$ cat src/rtl/unary_pkg.sv
package unary_pkg;

  typedef enum logic [1:0] {
    OP_NEGX = 2'd0,
    OP_CLR  = 2'd1,
    OP_NEG  = 2'd2,
    OP_NOT  = 2'd3
  } opKind_e;

  typedef enum logic [1:0] {
    SZ_BYTE = 2'd0,
    SZ_WORD = 2'd1,
    SZ_LONG = 2'd2,
    SZ_BAD  = 2'd3
  } sizeKind_e;

  typedef struct packed {
    logic x;
    logic n;
    logic z;
    logic v;
    logic c;
  } ccr_t;

  typedef struct packed {
    logic      load;
    logic      bad;
    opKind_e   kind;
    logic [1:0] lane;
  } dpCtrl_t;

endpackage

$ cat src/rtl/unary_ctrl.sv
module unary_ctrl
  import unary_pkg::*;
#(
  parameter int CYC_W     = 4,
  parameter int SHORT_CYC = 4,
  parameter int LONG_CYC  = 6
) (
  input  logic             clk,
  input  logic             rst_n,
  input  logic             startIn,
  input  logic [1:0]       opType,
  input  logic [1:0]       sizeCode,
  input  logic             memOperand,
  output dpCtrl_t          ctrlOut,
  output logic             doneOut,
  output logic             errOut,
  output logic [CYC_W-1:0] cyclesOut
);

  localparam logic [CYC_W-1:0] SHORT_V = CYC_W'(SHORT_CYC);
  localparam logic [CYC_W-1:0] LONG_V  = CYC_W'(LONG_CYC);

  logic             isBad;
  logic [CYC_W-1:0] baseCyc;
  logic [CYC_W-1:0] costCyc;

  always_comb begin
    isBad        = (sizeKind_e'(sizeCode) == SZ_BAD);
    ctrlOut.load = startIn;
    ctrlOut.bad  = isBad;
    ctrlOut.kind = opKind_e'(opType);
    ctrlOut.lane = sizeCode;
    baseCyc      = (sizeKind_e'(sizeCode) == SZ_LONG) ? LONG_V : SHORT_V;
    costCyc      = memOperand ? (baseCyc << 1) : baseCyc;
  end

  always_ff @(posedge clk) begin
    if (!rst_n) begin
      doneOut   <= 1'b0;
      errOut    <= 1'b0;
      cyclesOut <= '0;
    end else begin
      doneOut <= startIn;
      if (startIn) begin
        errOut    <= isBad;
        cyclesOut <= isBad ? '0 : costCyc;
      end
    end
  end

  // a start is always answered by a done on the next cycle
  assert_done_follows_R9: assert property (@(posedge clk) disable iff (!rst_n)
    startIn |=> doneOut);
  // without a start there is no done on the next cycle
  assert_done_pulse_R9: assert property (@(posedge clk) disable iff (!rst_n)
    !startIn |=> !doneOut);
  // an illegal size is flagged and charges nothing
  assert_bad_size_R1: assert property (@(posedge clk) disable iff (!rst_n)
    (startIn && sizeCode == 2'd3) |=> (errOut && cyclesOut == '0));
  // a long register operand costs the long count
  assert_long_cost_R8: assert property (@(posedge clk) disable iff (!rst_n)
    (startIn && sizeCode == 2'd2 && !memOperand) |=> (cyclesOut == LONG_V));

endmodule

$ cat src/rtl/unary_dp.sv
module unary_dp
  import unary_pkg::*;
#(
  parameter int DATA_W = 32
) (
  input  logic              clk,
  input  logic              rst_n,
  input  dpCtrl_t           ctrlIn,
  input  logic [DATA_W-1:0] operandIn,
  input  ccr_t              flagsIn,
  output logic [DATA_W-1:0] resultOut,
  output ccr_t              flagsOut
);

  localparam int NUM_LANES = $clog2(DATA_W / 8) + 1;

  logic [DATA_W-1:0] laneRes   [NUM_LANES];
  ccr_t              laneFlags [NUM_LANES];

  for (genvar g = 0; g < NUM_LANES; g++) begin : gLane
    localparam int LW = 8 << g;

    logic [LW-1:0] aVal;
    logic [LW-1:0] rVal;
    logic [LW:0]   diff;
    logic          borrowIn;
    logic          isZero;
    ccr_t          fl;

    always_comb begin
      aVal     = operandIn[LW-1:0];
      borrowIn = (ctrlIn.kind == OP_NEGX) && flagsIn.x;
      diff     = {(LW+1){1'b0}} - {1'b0, aVal} - {{LW{1'b0}}, borrowIn};
      unique case (ctrlIn.kind)
        OP_CLR:  rVal = '0;
        OP_NOT:  rVal = ~aVal;
        default: rVal = diff[LW-1:0];
      endcase
      isZero = (rVal == '0);
      fl     = flagsIn;
      unique case (ctrlIn.kind)
        OP_CLR: begin
          fl.n = 1'b0; fl.z = 1'b1; fl.v = 1'b0; fl.c = 1'b0;
        end
        OP_NOT: begin
          fl.n = rVal[LW-1]; fl.z = isZero; fl.v = 1'b0; fl.c = 1'b0;
        end
        OP_NEG: begin
          fl.n = rVal[LW-1]; fl.z = isZero;
          fl.v = aVal[LW-1] & rVal[LW-1];
          fl.c = diff[LW];   fl.x = diff[LW];
        end
        default: begin
          fl.n = rVal[LW-1];
          fl.z = isZero & flagsIn.z;
          fl.v = aVal[LW-1] & rVal[LW-1];
          fl.c = diff[LW];   fl.x = diff[LW];
        end
      endcase
      laneFlags[g] = fl;
    end

    if (LW < DATA_W) begin : gMerge
      assign laneRes[g] = {operandIn[DATA_W-1:LW], rVal};
    end else begin : gFull
      assign laneRes[g] = rVal;
    end
  end

  logic [DATA_W-1:0] pickRes;
  ccr_t              pickFlags;

  always_comb begin
    pickRes   = operandIn;
    pickFlags = flagsIn;
    for (int k = 0; k < NUM_LANES; k++) begin
      if (!ctrlIn.bad && ctrlIn.lane == 2'(k)) begin
        pickRes   = laneRes[k];
        pickFlags = laneFlags[k];
      end
    end
  end

  always_ff @(posedge clk) begin
    if (!rst_n) begin
      resultOut <= '0;
      flagsOut  <= '0;
    end else if (ctrlIn.load) begin
      resultOut <= pickRes;
      flagsOut  <= pickFlags;
    end
  end

  // clear always lands on the fixed flag pattern
  assert_clear_flags_R3: assert property (@(posedge clk) disable iff (!rst_n)
    (ctrlIn.load && !ctrlIn.bad && ctrlIn.kind == OP_CLR)
      |=> (!flagsOut.n && flagsOut.z && !flagsOut.v && !flagsOut.c));
  // clear and complement keep X
  assert_x_kept_R6: assert property (@(posedge clk) disable iff (!rst_n)
    (ctrlIn.load && !ctrlIn.bad && (ctrlIn.kind == OP_CLR || ctrlIn.kind == OP_NOT))
      |=> (flagsOut.x == $past(flagsIn.x)));
  // Z can never be raised by negate-with-extend
  assert_sticky_z_R2: assert property (@(posedge clk) disable iff (!rst_n)
    (ctrlIn.load && !ctrlIn.bad && ctrlIn.kind == OP_NEGX && !flagsIn.z)
      |=> !flagsOut.z);
  // byte results keep the operand's upper bits
  assert_upper_keep_R7: assert property (@(posedge clk) disable iff (!rst_n)
    (ctrlIn.load && !ctrlIn.bad && ctrlIn.lane == 2'd0)
      |=> (resultOut[DATA_W-1:8] == $past(operandIn[DATA_W-1:8])));
  // an illegal size leaves the flags as they came in
  assert_bad_flags_R1: assert property (@(posedge clk) disable iff (!rst_n)
    (ctrlIn.load && ctrlIn.bad) |=> (flagsOut == $past(flagsIn)));

endmodule

$ cat src/rtl/unary_alu.sv
module unary_alu
  import unary_pkg::*;
#(
  parameter int DATA_W    = 32,
  parameter int CYC_W     = 4,
  parameter int SHORT_CYC = 4,
  parameter int LONG_CYC  = 6
) (
  input  logic              clk,
  input  logic              rst_n,
  input  logic              startIn,
  input  logic [1:0]        opType,
  input  logic [1:0]        sizeCode,
  input  logic              memOperand,
  input  logic [DATA_W-1:0] operandIn,
  input  logic [4:0]        flagsIn,
  output logic              doneOut,
  output logic [DATA_W-1:0] resultOut,
  output logic [4:0]        flagsOut,
  output logic [CYC_W-1:0]  cyclesOut,
  output logic              sizeErrOut
);

  dpCtrl_t dpCtrl;
  ccr_t    flagsReg;

  unary_ctrl #(
    .CYC_W    (CYC_W),
    .SHORT_CYC(SHORT_CYC),
    .LONG_CYC (LONG_CYC)
  ) u_ctrl (
    .clk       (clk),
    .rst_n     (rst_n),
    .startIn   (startIn),
    .opType    (opType),
    .sizeCode  (sizeCode),
    .memOperand(memOperand),
    .ctrlOut   (dpCtrl),
    .doneOut   (doneOut),
    .errOut    (sizeErrOut),
    .cyclesOut (cyclesOut)
  );

  unary_dp #(
    .DATA_W(DATA_W)
  ) u_dp (
    .clk      (clk),
    .rst_n    (rst_n),
    .ctrlIn   (dpCtrl),
    .operandIn(operandIn),
    .flagsIn  (ccr_t'(flagsIn)),
    .resultOut(resultOut),
    .flagsOut (flagsReg)
  );

  assign flagsOut = flagsReg;

endmodule

$ cat config.mk
export PLATFORM = sky130hd
export DESIGN_NAME = unary_alu
export DESIGN_NICKNAME = d
export VERILOG_FILES = /design/src/rtl/unary_pkg.sv /design/src/rtl/unary_ctrl.sv /design/src/rtl/unary_dp.sv /design/src/rtl/unary_alu.sv
export SDC_FILE = /design/constraint.sdc
export NUM_CORES = 1
export LEC_CHECK = 0
export ABC_AREA = 1
export BUFFER_PORTS_ARGS = -buffer_cell sky130_fd_sc_hd__buf_2
export CAP_MARGIN = 15
export CORE_UTILIZATION = 58
export DETAILED_ROUTE_END_ITERATION = 10
export HOLD_SLACK_MARGIN = 0.02
export PLACE_DENSITY = 0.89
export SYNTH_ARGS = -nofsm -noshare
export SYNTH_HDL_FRONTEND = slang
export SYNTH_SLANG_ARGS = --single-unit
$ cat constraint.sdc
create_clock -name clk -period 4 [get_ports clk]
set_input_delay 0.2 -clock clk [delete_from_list [all_inputs] [get_ports clk]]
set_output_delay 0.2 -clock clk [all_outputs]
set_load 0.02 [all_outputs]
# Yosys cells after proc, flatten, opt, wreduce, memory -nomap -nowiden
# Index checks and enable logic that the tools add are counted.
# word_totals
wordCells,59
register_bits,43
inputBits,45
out_inout_bits,43
# classes
muxes,18
n_eq_ne,6
reduce_logical,11
n_bitwise,9
add_sub_neg,6
# op_table
cell,n
case mux 32 bit (2 select lines),1
case mux 4 bit (3 select lines),3
"subtractor 1 x 32 -> 33 bit, first input constant",1
subtractor 33 x 1 -> 33 bit,1
logical NOT 32 bit,1
two-way mux 32 bit,1
NOT 32 bit,1
case mux 16 bit (2 select lines),1
"subtractor 1 x 16 -> 17 bit, first input constant",1
subtractor 17 x 1 -> 17 bit,1
logical NOT 16 bit,1
two-way mux 16 bit,1
NOT 16 bit,1
case mux 8 bit (2 select lines),1
two-way mux 5 bit,3
"subtractor 1 x 8 -> 9 bit, first input constant",1
subtractor 9 x 1 -> 9 bit,1
"equality test 2 bit, second input constant",4
logical NOT 8 bit,1
two-way mux 4 bit,2
two-way mux 8 bit,1
NOT 8 bit,1
bitwise AND 1 bit,6
"equality test 2 x 1 -> 1 bit, second input constant",2
6 further kinds,12

# Depth between registers and ports, before layout
# Gate-level depths: netlist (run 1).
# logic_depth
depth_word,10
mapped_depth,28
ltp_nobuf,25

# Hierarchy
# A second synthesis (run 1) with hierarchy kept.
# hier_totals
cells_unflattened,916
hier_area_um2,5011.1
# by_module_without_submodules
mod,area_each_um2,cells_each,instances,seq_area_each_um2
unary_dp,4764.6,882,1,740.7
unary_ctrl,246.5,34,1,100.1

# Worst setup path before layout (run 1)
# OpenSTA, ideal clock, no wires.
# synth_path
path_type,input to register
start,in opType[0]
end,reg u_dp.flagsOut[2] (netlist name)
path_stages,26
n_path_buf,3
path_slack_ps,1145
arrival_ps,2738
setup_ps,117
t_required_ps,3883
path_cell_list,buf_6 inv_2 buf_4 clkbuf_1 nand3_1 ha_1 ha_1 inv_1 ha_1 inv_1 nand3_1 nand2_4 nand2_2 nand2_2 nand2_1 nand3_1 nand2_1 inv_1 nand2_1 nand2_1 a22oi_1 nand2_1 nand2_1 nand3_1 nand2_1 a21oi_2
# synth_via
elab_chain_len,10
elab_cells_between_ends,23
cone_classes,add/sub: 3; eq/ne: 3; mux: 9; bitwise: 3; reduce/logical: 5
# synth_rtl
item,line_no,text
start: declaration,unary_alu.sv:12,"input logic [1:0] opType,"
branches (longest 9 deep; another with subtractor 33 x 1 -> 33 bit),-,
two-way mux 5 bit *,unary_dp.sv:77,if (!ctrlIn.bad && ctrlIn.lane == 2'(k)) begin
# Mark *: on every way between the ends.
# A chain may end at the register's enable or synchronous reset.

# Worst setup path after layout (run 1)
# layout_path
start,in opType[0]
end,reg u_dp.flagsOut[2] (netlist name)
# layout_via
elab_chain_len,10
elab_cells_between_ends,23
cone_classes,add/sub: 3; eq/ne: 3; mux: 9; bitwise: 3; reduce/logical: 5
# layout_rtl
item,line_no
branches (longest 9 deep; another with subtractor 33 x 1 -> 33 bit),-
two-way mux 5 bit *,unary_dp.sv:77
# Marked as above.

==> results.yml, run 1 <==
finish:
  n_antenna_cell: 0
  final_util_pct: 66.88
  final_nets: 1079
  n_fill_cell: 807
  drive_gt1_share_pct: 11.99
  syn_to_final_growth_pct: 11.64
  multiInputGateArea_sq_um: 3318
  regArea_sq_um: 840.8
drt:
  drcViolationCount: 0
  drt-pass1-iter-count: 6
  wl_per_cell_microns: 13.36
  drtAntennaViolNets: 0
  vias: 5995
  viasPerCell: 5.420
  wirelength_mm: 14.78
  drtIter0Drc: 459
synth:
  synth-seq-cells: 42
  syn-num-nets: 1008
  syn_inst: 929
  syn_avg_cell_area_sq_um: 5.298
  syn_area_sq_um: 4922
  synth-seq-area-share_pct: 17.08
  yosys.cell_types.count: 33
  synth_warnings: 0
sta:
  tightest_slew_ns: 1.037
  fin_crit_ns: 2.945
  slew_headroom_pct: 30.62
  finalClockSkew_ns: 0
  holdWs_ns: 0.1643
  fmax_mhz: 339.6
  setup_tns_ns: 0
  hold_violations: 0
  setup_viol: 0
  fin_crit_sh_pct: 73.62
  rsz0062_at_grt: "no"
  drv_slew: 0
floorplanning:
  num_rows: 33
  coreArea_sq_um: 8217
  io_pins: 88
  start_util_pct: 59.91
  die_w_microns: 94.12
  die_y_microns: 94.12
  die_area_sq_um: 8859
outcome:
  status: "finished clean"
power:
  cellPowerDensity_nw_per_um2: 263.3
  vdd_drop_max_v: 0.0001795
  leakagePower_nw: 3.284
worst_setup_path:
  cp_common_cell: "nand3_1"
  cp.buffers_inverters: 5
  cp.required_ns: 4.24
  path_class: "input port to flip-flop"
  critPathCaptureType: "flip-flop"
  crit_chain: "buf_2 -> inv_2 -> nand3_1 -> ha_1 -> ha_1 -> inv_1 -> ha_1 -> inv_1 -> nand3_1 -> nand3b_1 -> nand3_1 -> nand2_1 -> inv_1 -> nand2_1 -> nor2_1 -> nand2_1 -> nor2_1 -> nand3b_1 -> nor2_1 -> nand3_1 -> nand3_1 -> nand2_1 -> a21oi_2"
  crit_cells: 23
  worstRegToRegCells: 2
  critPathSlowestCell: "inv_2"
  path_delay_family: "simple AND/OR/NAND/NOR gates"
  start_kind: "input port"
  crit_fanout: 32
  cpPeakStageDelay_ns: 0.46
  cp.arrival_ns: 3.18
clock_network:
  cts_sinks: 42
  post_cts_buffers: 0
  tritoncts: "done"
  ctsHoldBuffers: 0
  clk_latency_ns: 0.30
  cts-root-buf: "clkbuf_8"
  ctsResizeCount: 0
  path_clk_slew_ns: 0.08
  htreeDepth: 2
  cts_buffers: 5
  cts_buffer_depth: 2
worst_hold_path:
  whs_path_depth: 3
  worstHoldPathType: "input port to flip-flop"
grt:
  grt_pass1_vias: 5331
  grt_max_degree: 55
  grt_pass1_wl_mm: 23.92
  grtUsageTotal_pct: 34.20
  grt_overflow_total: 0
  antenna_found_initial: 0
flow_run:
  drv_cap: 0
placement:
  dp_hpwl_mm: 11.71
  routabilityCongestion: 0.9476
  io_buffers: 86
[final timing paths]
kind / from / endpoint / slack, ns
worst min register to register: u_dp.resultOut[15] / u_dp.resultOut[15] / 0.46
worst max-delay path: opType[0] / u_dp.flagsOut[2] / 1.06
worst max register to register: u_ctrl.cyclesOut[3] / u_ctrl.cyclesOut[3] / 3.22
worst min-delay path: rst_n / u_ctrl.doneOut / 0.16
[through the flow]
step	power (mW)	cell area [sq um]	instances	setup WS, ns
2_1_floorplan	0.9270	4922	929	1.145
3_3_place_gp	1.089	5385	1098	0.9113
3_5_place_dp	1.097	5385	1098	0.8073
4_1_cts	1.434	5495	1106	1.120
5_1_grt	1.550	5495	1106	0.7134
6_report	1.447	5495	1106	1.055
[placed cells by master (no fill, tap or decap), drive strengths merged]
cell type / instances
xor2: 1
buf: 86
clkbuf: 6
o21bai: 1
a221oi: 1
nor3: 3
a31oi: 1
clkinvlp: 1
bufinv: 1
nand2: 367
o21ai: 38
clkinv: 2
a22oi: 10
a21oi: 74
inv: 175
nand3b: 9
nand3: 56
nand4: 7
o211ai: 10
o31ai: 2
conb: 1
ha: 34
dfxtp: 42
nor2: 73
[final cells by class]
cell class / count / area share [%]
well taps: 105 / 2.391
multi-input cells: 688 / 60.38
inverters: 177 / 12.09
clock inverters: 2 / 0.6831
clock buffers: 6 / 1.321
repair buffers: 86 / 7.832
flip-flops and latches: 42 / 15.30
[sequential cells by signal, summed over array words and instances, names as in the netlist]
register	count
u_dp.resultOut	32
u_dp.flagsOut	5
u_ctrl.cyclesOut	3
u_ctrl.doneOut	1
u_ctrl.errOut	1
[power breakdown]
group	switching (mW)	total, mW	internal [mW]
logic	0.438	0.646	0.208
registers	0.0147	0.462	0.447
clock network	0.153	0.340	0.186
[cells in the mapped netlist, drive strengths merged]
| library cell | instances | area share (%) |
|---|---|---|
| nand2 | 367 | 28 |
| inv | 175 | 13 |
| a21oi | 74 | 7.6 |
| nor2 | 73 | 5.9 |
| nand3 | 56 | 6.2 |
| dfxtp | 42 | 17 |
| o21ai | 38 | 3.9 |
| ha | 34 | 8.6 |
| clkbuf | 17 | 1.3 |
| a22oi | 10 | 1.5 |
| o211ai | 10 | 1.5 |
| nand3b | 9 | 1.4 |
| nand4 | 7 | 0.89 |
| buf | 5 | 0.71 |
| nor3 | 3 | 0.41 |
| clkinv | 2 | 0.15 |
| o31ai | 2 | 0.30 |
| a221oi | 1 | 0.18 |
| a31oi | 1 | 0.13 |
| conb | 1 | 0.076 |
| o21bai | 1 | 0.15 |
| xor2 | 1 | 0.18 |
[per-layer routing]
| metal | global-route usage [%] | wire length [microns] |
|---|---|---|
| met5 | 0 | 0 |
| met3 | 4.854 | 925 |
| met4 | 19.10 | 816 |
| met1 | 40.81 | 6264 |
| met2 | 58.45 | 6770 |
[kinds of logic (layout without fill, tap and decap cells)]
family | Yosys count | in the layout | synth area share, %
AO/OA/AOI/OAI | 137 | 137 | 15.28
XOR/XNOR | 1 | 1 | 0.1780
AND/OR/NAND/NOR | 515 | 515 | 43.24
adder cells (fa/ha/maj) | 34 | 34 | 8.643
buffers and inverters | 199 | 271 | 15.51
other | 1 | 1 | 0.07619
flip-flops | 42 | 42 | 17.08
[worst register-to-register path: cells and delay by family (launching register included)]
kind,cells,cell delay [ns]
flops,1,0.34
compound gates,1,0.29
simple gates,1,0.05
Note: power is estimated with default switching activity, not from simulation.
==> run 2: changes to the inputs <==
--- a/config.mk
+++ b/config.mk
@@ -8,10 +8,10 @@
 export ABC_AREA = 1
 export BUFFER_PORTS_ARGS = -buffer_cell sky130_fd_sc_hd__buf_2
 export CAP_MARGIN = 15
-export CORE_UTILIZATION = 58
+export CORE_UTILIZATION = 52
 export DETAILED_ROUTE_END_ITERATION = 10
 export HOLD_SLACK_MARGIN = 0.02
-export PLACE_DENSITY = 0.89
+export PLACE_DENSITY = 0.85
 export SYNTH_ARGS = -nofsm -noshare
 export SYNTH_HDL_FRONTEND = slang
 export SYNTH_SLANG_ARGS = --single-unit
==> constraint.sdc (replaced) <==
create_clock -name clk -period 2.41 [get_ports clk]
set_input_delay 0.1205 -clock clk [delete_from_list [all_inputs] [get_ports clk]]
set_output_delay 0.1205 -clock clk [all_outputs]
set_load 0.02 [all_outputs]
==> run 2 against run 1 <==
Against the previous run:
- the run now ends with DRC left
- register-to-register slack lost 1.6 ns
- die area grew 11%
- sequential cell count unchanged
- global-route usage down 3.9 points
- setup slack got worse by 0.89 ns
- sequential share of layout area fell by 0.61 points
- via count shrank 1.8%
- total power rose by 63%
==> results.yml, run 2 (synthesis results as in run 1) <==
worst_setup_path:
  rr_endpoint: "u_ctrl.cyclesOut[3]"
  cp.required_ns: 2.65
  start_kind: "input port"
  worstRegToRegCells: 2
  rrSetupSlack_ns: 1.64
  crit_fanout: 4
  critPathCaptureType: "flip-flop"
  path_class: "input port to flip-flop"
  cp.arrival_ns: 2.48
  r2r_start: "u_ctrl.cyclesOut[3]"
placement:
  routabilityCongestion: 0.9926
  placed_cells: 1126
  placed_cell_area_sq_um: 5598
  dpl_worst_slack_ns: -0.1148
  io_buffers: 86
  dp_hpwl_mm: 11.92
grt:
  grtUsageTotal_pct: 30.29
  antenna_found_initial: 0
  grt_overflow_total: 0
  grt_pass1_vias: 5434
  grt_max_degree: 54
  grt_pass1_wl_mm: 24.01
finish:
  drive_gt1_share_pct: 15.54
  final_cells: 1134
  syn_to_final_growth_pct: 16.24
  layout_common_cells: "354 x nand2_1, 167 x inv_1, 86 x buf_2"
  top_regs: "u_dp.resultOut: 32 flops, u_dp.flagsOut: 5 flops, u_ctrl.cyclesOut: 3 flops"
  n_antenna_cell: 0
  fin_area_sq_um: 5722
  multiInputGateArea_sq_um: 3386
  largest_reg_flops: 32
  final_nets: 1101
  n_fill_cell: 956
  largest-register: "u_dp.resultOut"
  layout_commonest_cell: "nand2_1"
  regArea_sq_um: 840.8
power:
  seqPwrFrac_pct: 32.4
  total_power_mw: 2.365
  leakagePower_nw: 3.388
  vdd_drop_max_v: 0.0002766
  switchingPower_mw: 1.031
  p_comb_share_pct: 47.0
  p_clk_share_pct: 20.6
  power.internal_mw: 1.334
  switching_share_pct: 43.58
  cellPowerDensity_nw_per_um2: 413.3
drt:
  drtAntennaViolNets: 0
  wl_per_cell_microns: 12.97
  drt-pass1-iter-count: 10
  viasPerCell: 5.190
  wirelength_mm: 14.71
  drcViolationCount: 2
  drtIter0Drc: 306
  vias: 5885
clock_network:
  path_clk_slew_ns: 0.09
  htreeDepth: 2
  cts_sinks: 42
  tritoncts: "done"
  post_cts_buffers: 0
  cts-root-buf: "clkbuf_8"
  cts_buffer_depth: 2
  cts_buffers: 5
  clk_latency_ns: 0.30
floorplanning:
  coreArea_sq_um: 9196
  die_y_microns: 99.29
  die_area_sq_um: 9859
  io_pins: 88
  start_util_pct: 53.52
  die_w_microns: 99.29
  num_rows: 35
sta:
  finalClockSkew_ns: 0
  fin_crit_ns: 2.241
  tightest_slew_ns: 0.6380
  hold_violations: 0
  fmax_mhz: 446.3
  setup_ws_ns: 0.1694
  drv_slew: 0
  slew_headroom_pct: 57.40
  fin_crit_sh_pct: 92.97
  setup_viol: 0
worst_hold_path:
  worstHoldPathType: "input port to flip-flop"
  min_from: "rst_n"
  hold_path_end: "u_ctrl.doneOut"
  whs_path_depth: 3
outcome:
  violations: "DRC"
  status: "complete, but fails checks"
flow_run:
  drv_cap: 0
[run 2: cell types whose count changed in the layout (fill, tap and decap cells not counted), moves of 2 or more]
cell	before	now
buf_4	0	22
nand3_1	51	48
nand2_1	359	354
ha_4	0	2
ha_1	34	31
nand2_2	7	12
inv_1	169	167
nand3_2	5	8
[run 2: area by class of cell]
class	instances	share of cell area (%)
Tap cell	111	2.427
Inverter	177	11.66
Clock buffer	5	1.203
Clock inverter	3	0.4373
Multi-Input combinational cell	688	59.17
Timing Repair Buffer	108	10.41
Sequential cell	42	14.69
[run 2: what timing repair did]
| action | in CTS | in global routing |
|---|---|---|
| hold buffers | 0 | 0 |
| endpoints found under the setup margin | 0 | 1 |
| resized for setup | 0 | 8 |
[run 2: power by group through the flow]
stage | registers (mW) | clock network (mW) | logic (mW)
6_report | 0.765 | 0.487 | 1.11
5_1_grt | 0.770 | 0.524 | 1.25
4_1_cts | 0.765 | 0.484 | 1.09
3_5_place_dp | 0.780 | 0 | 1.09
3_3_place_gp | 0.780 | 0 | 1.07
2_1_floorplan | 0.840 | 0 | 0.709
[run 2: critical path, stage by stage]
cell	delay, ns
buf_2	0.12
inv_4	0.05
nand3_2	0.06
ha_2	0.20
ha_4	0.16
inv_1	0.08
ha_4	0.15
inv_2	0.04
nand3_2	0.08
nand2_4	0.07
nand2_2	0.07
nand2_2	0.08
nand2_2	0.11
nand2_2	0.07
nand2_2	0.09
nand3_1	0.08
nand3_2	0.10
nand2_1	0.07
nor2_1	0.12
nand2_1	0.07
nor2_2	0.15
nand3_2	0.09
nand3_1	0.07
nand2_1	0.06
a21oi_2	0.10
[run 2: worst max-delay path by stage]
stage	start	endpoint	depth (start not counted)
2_1_floorplan	opType[0]	u_dp.flagsOut[2]	25
3_5_place_dp	opType[1]	u_dp.flagsOut[2]	25
3_3_place_gp	opType[1]	u_dp.flagsOut[2]	25
5_1_grt	opType[0]	u_dp.flagsOut[2]	25
6_report	opType[0]	u_dp.flagsOut[2]	25
4_1_cts	opType[1]	u_dp.flagsOut[2]	25
[run 2: routing by layer]
layer | global-route usage, % | routed length [microns]
met5 | 0 | 0
met4 | 12.78 | 516
met3 | 3.654 | 851
met2 | 53.95 | 6963
met1 | 36.74 | 6379
[run 2: through the flow]
stage	hold slack, ns	utilization [%]	TNS (ns)
4_1_cts	0.08016	61.89	0
2_1_floorplan	0.2181	-	0
5_1_grt	0.08073	62.22	-0.02940
3_5_place_dp	0.3946	60.87	-0.1148
3_3_place_gp	0.3905	60.87	-0.07971
6_report	0.07789	62.22	0
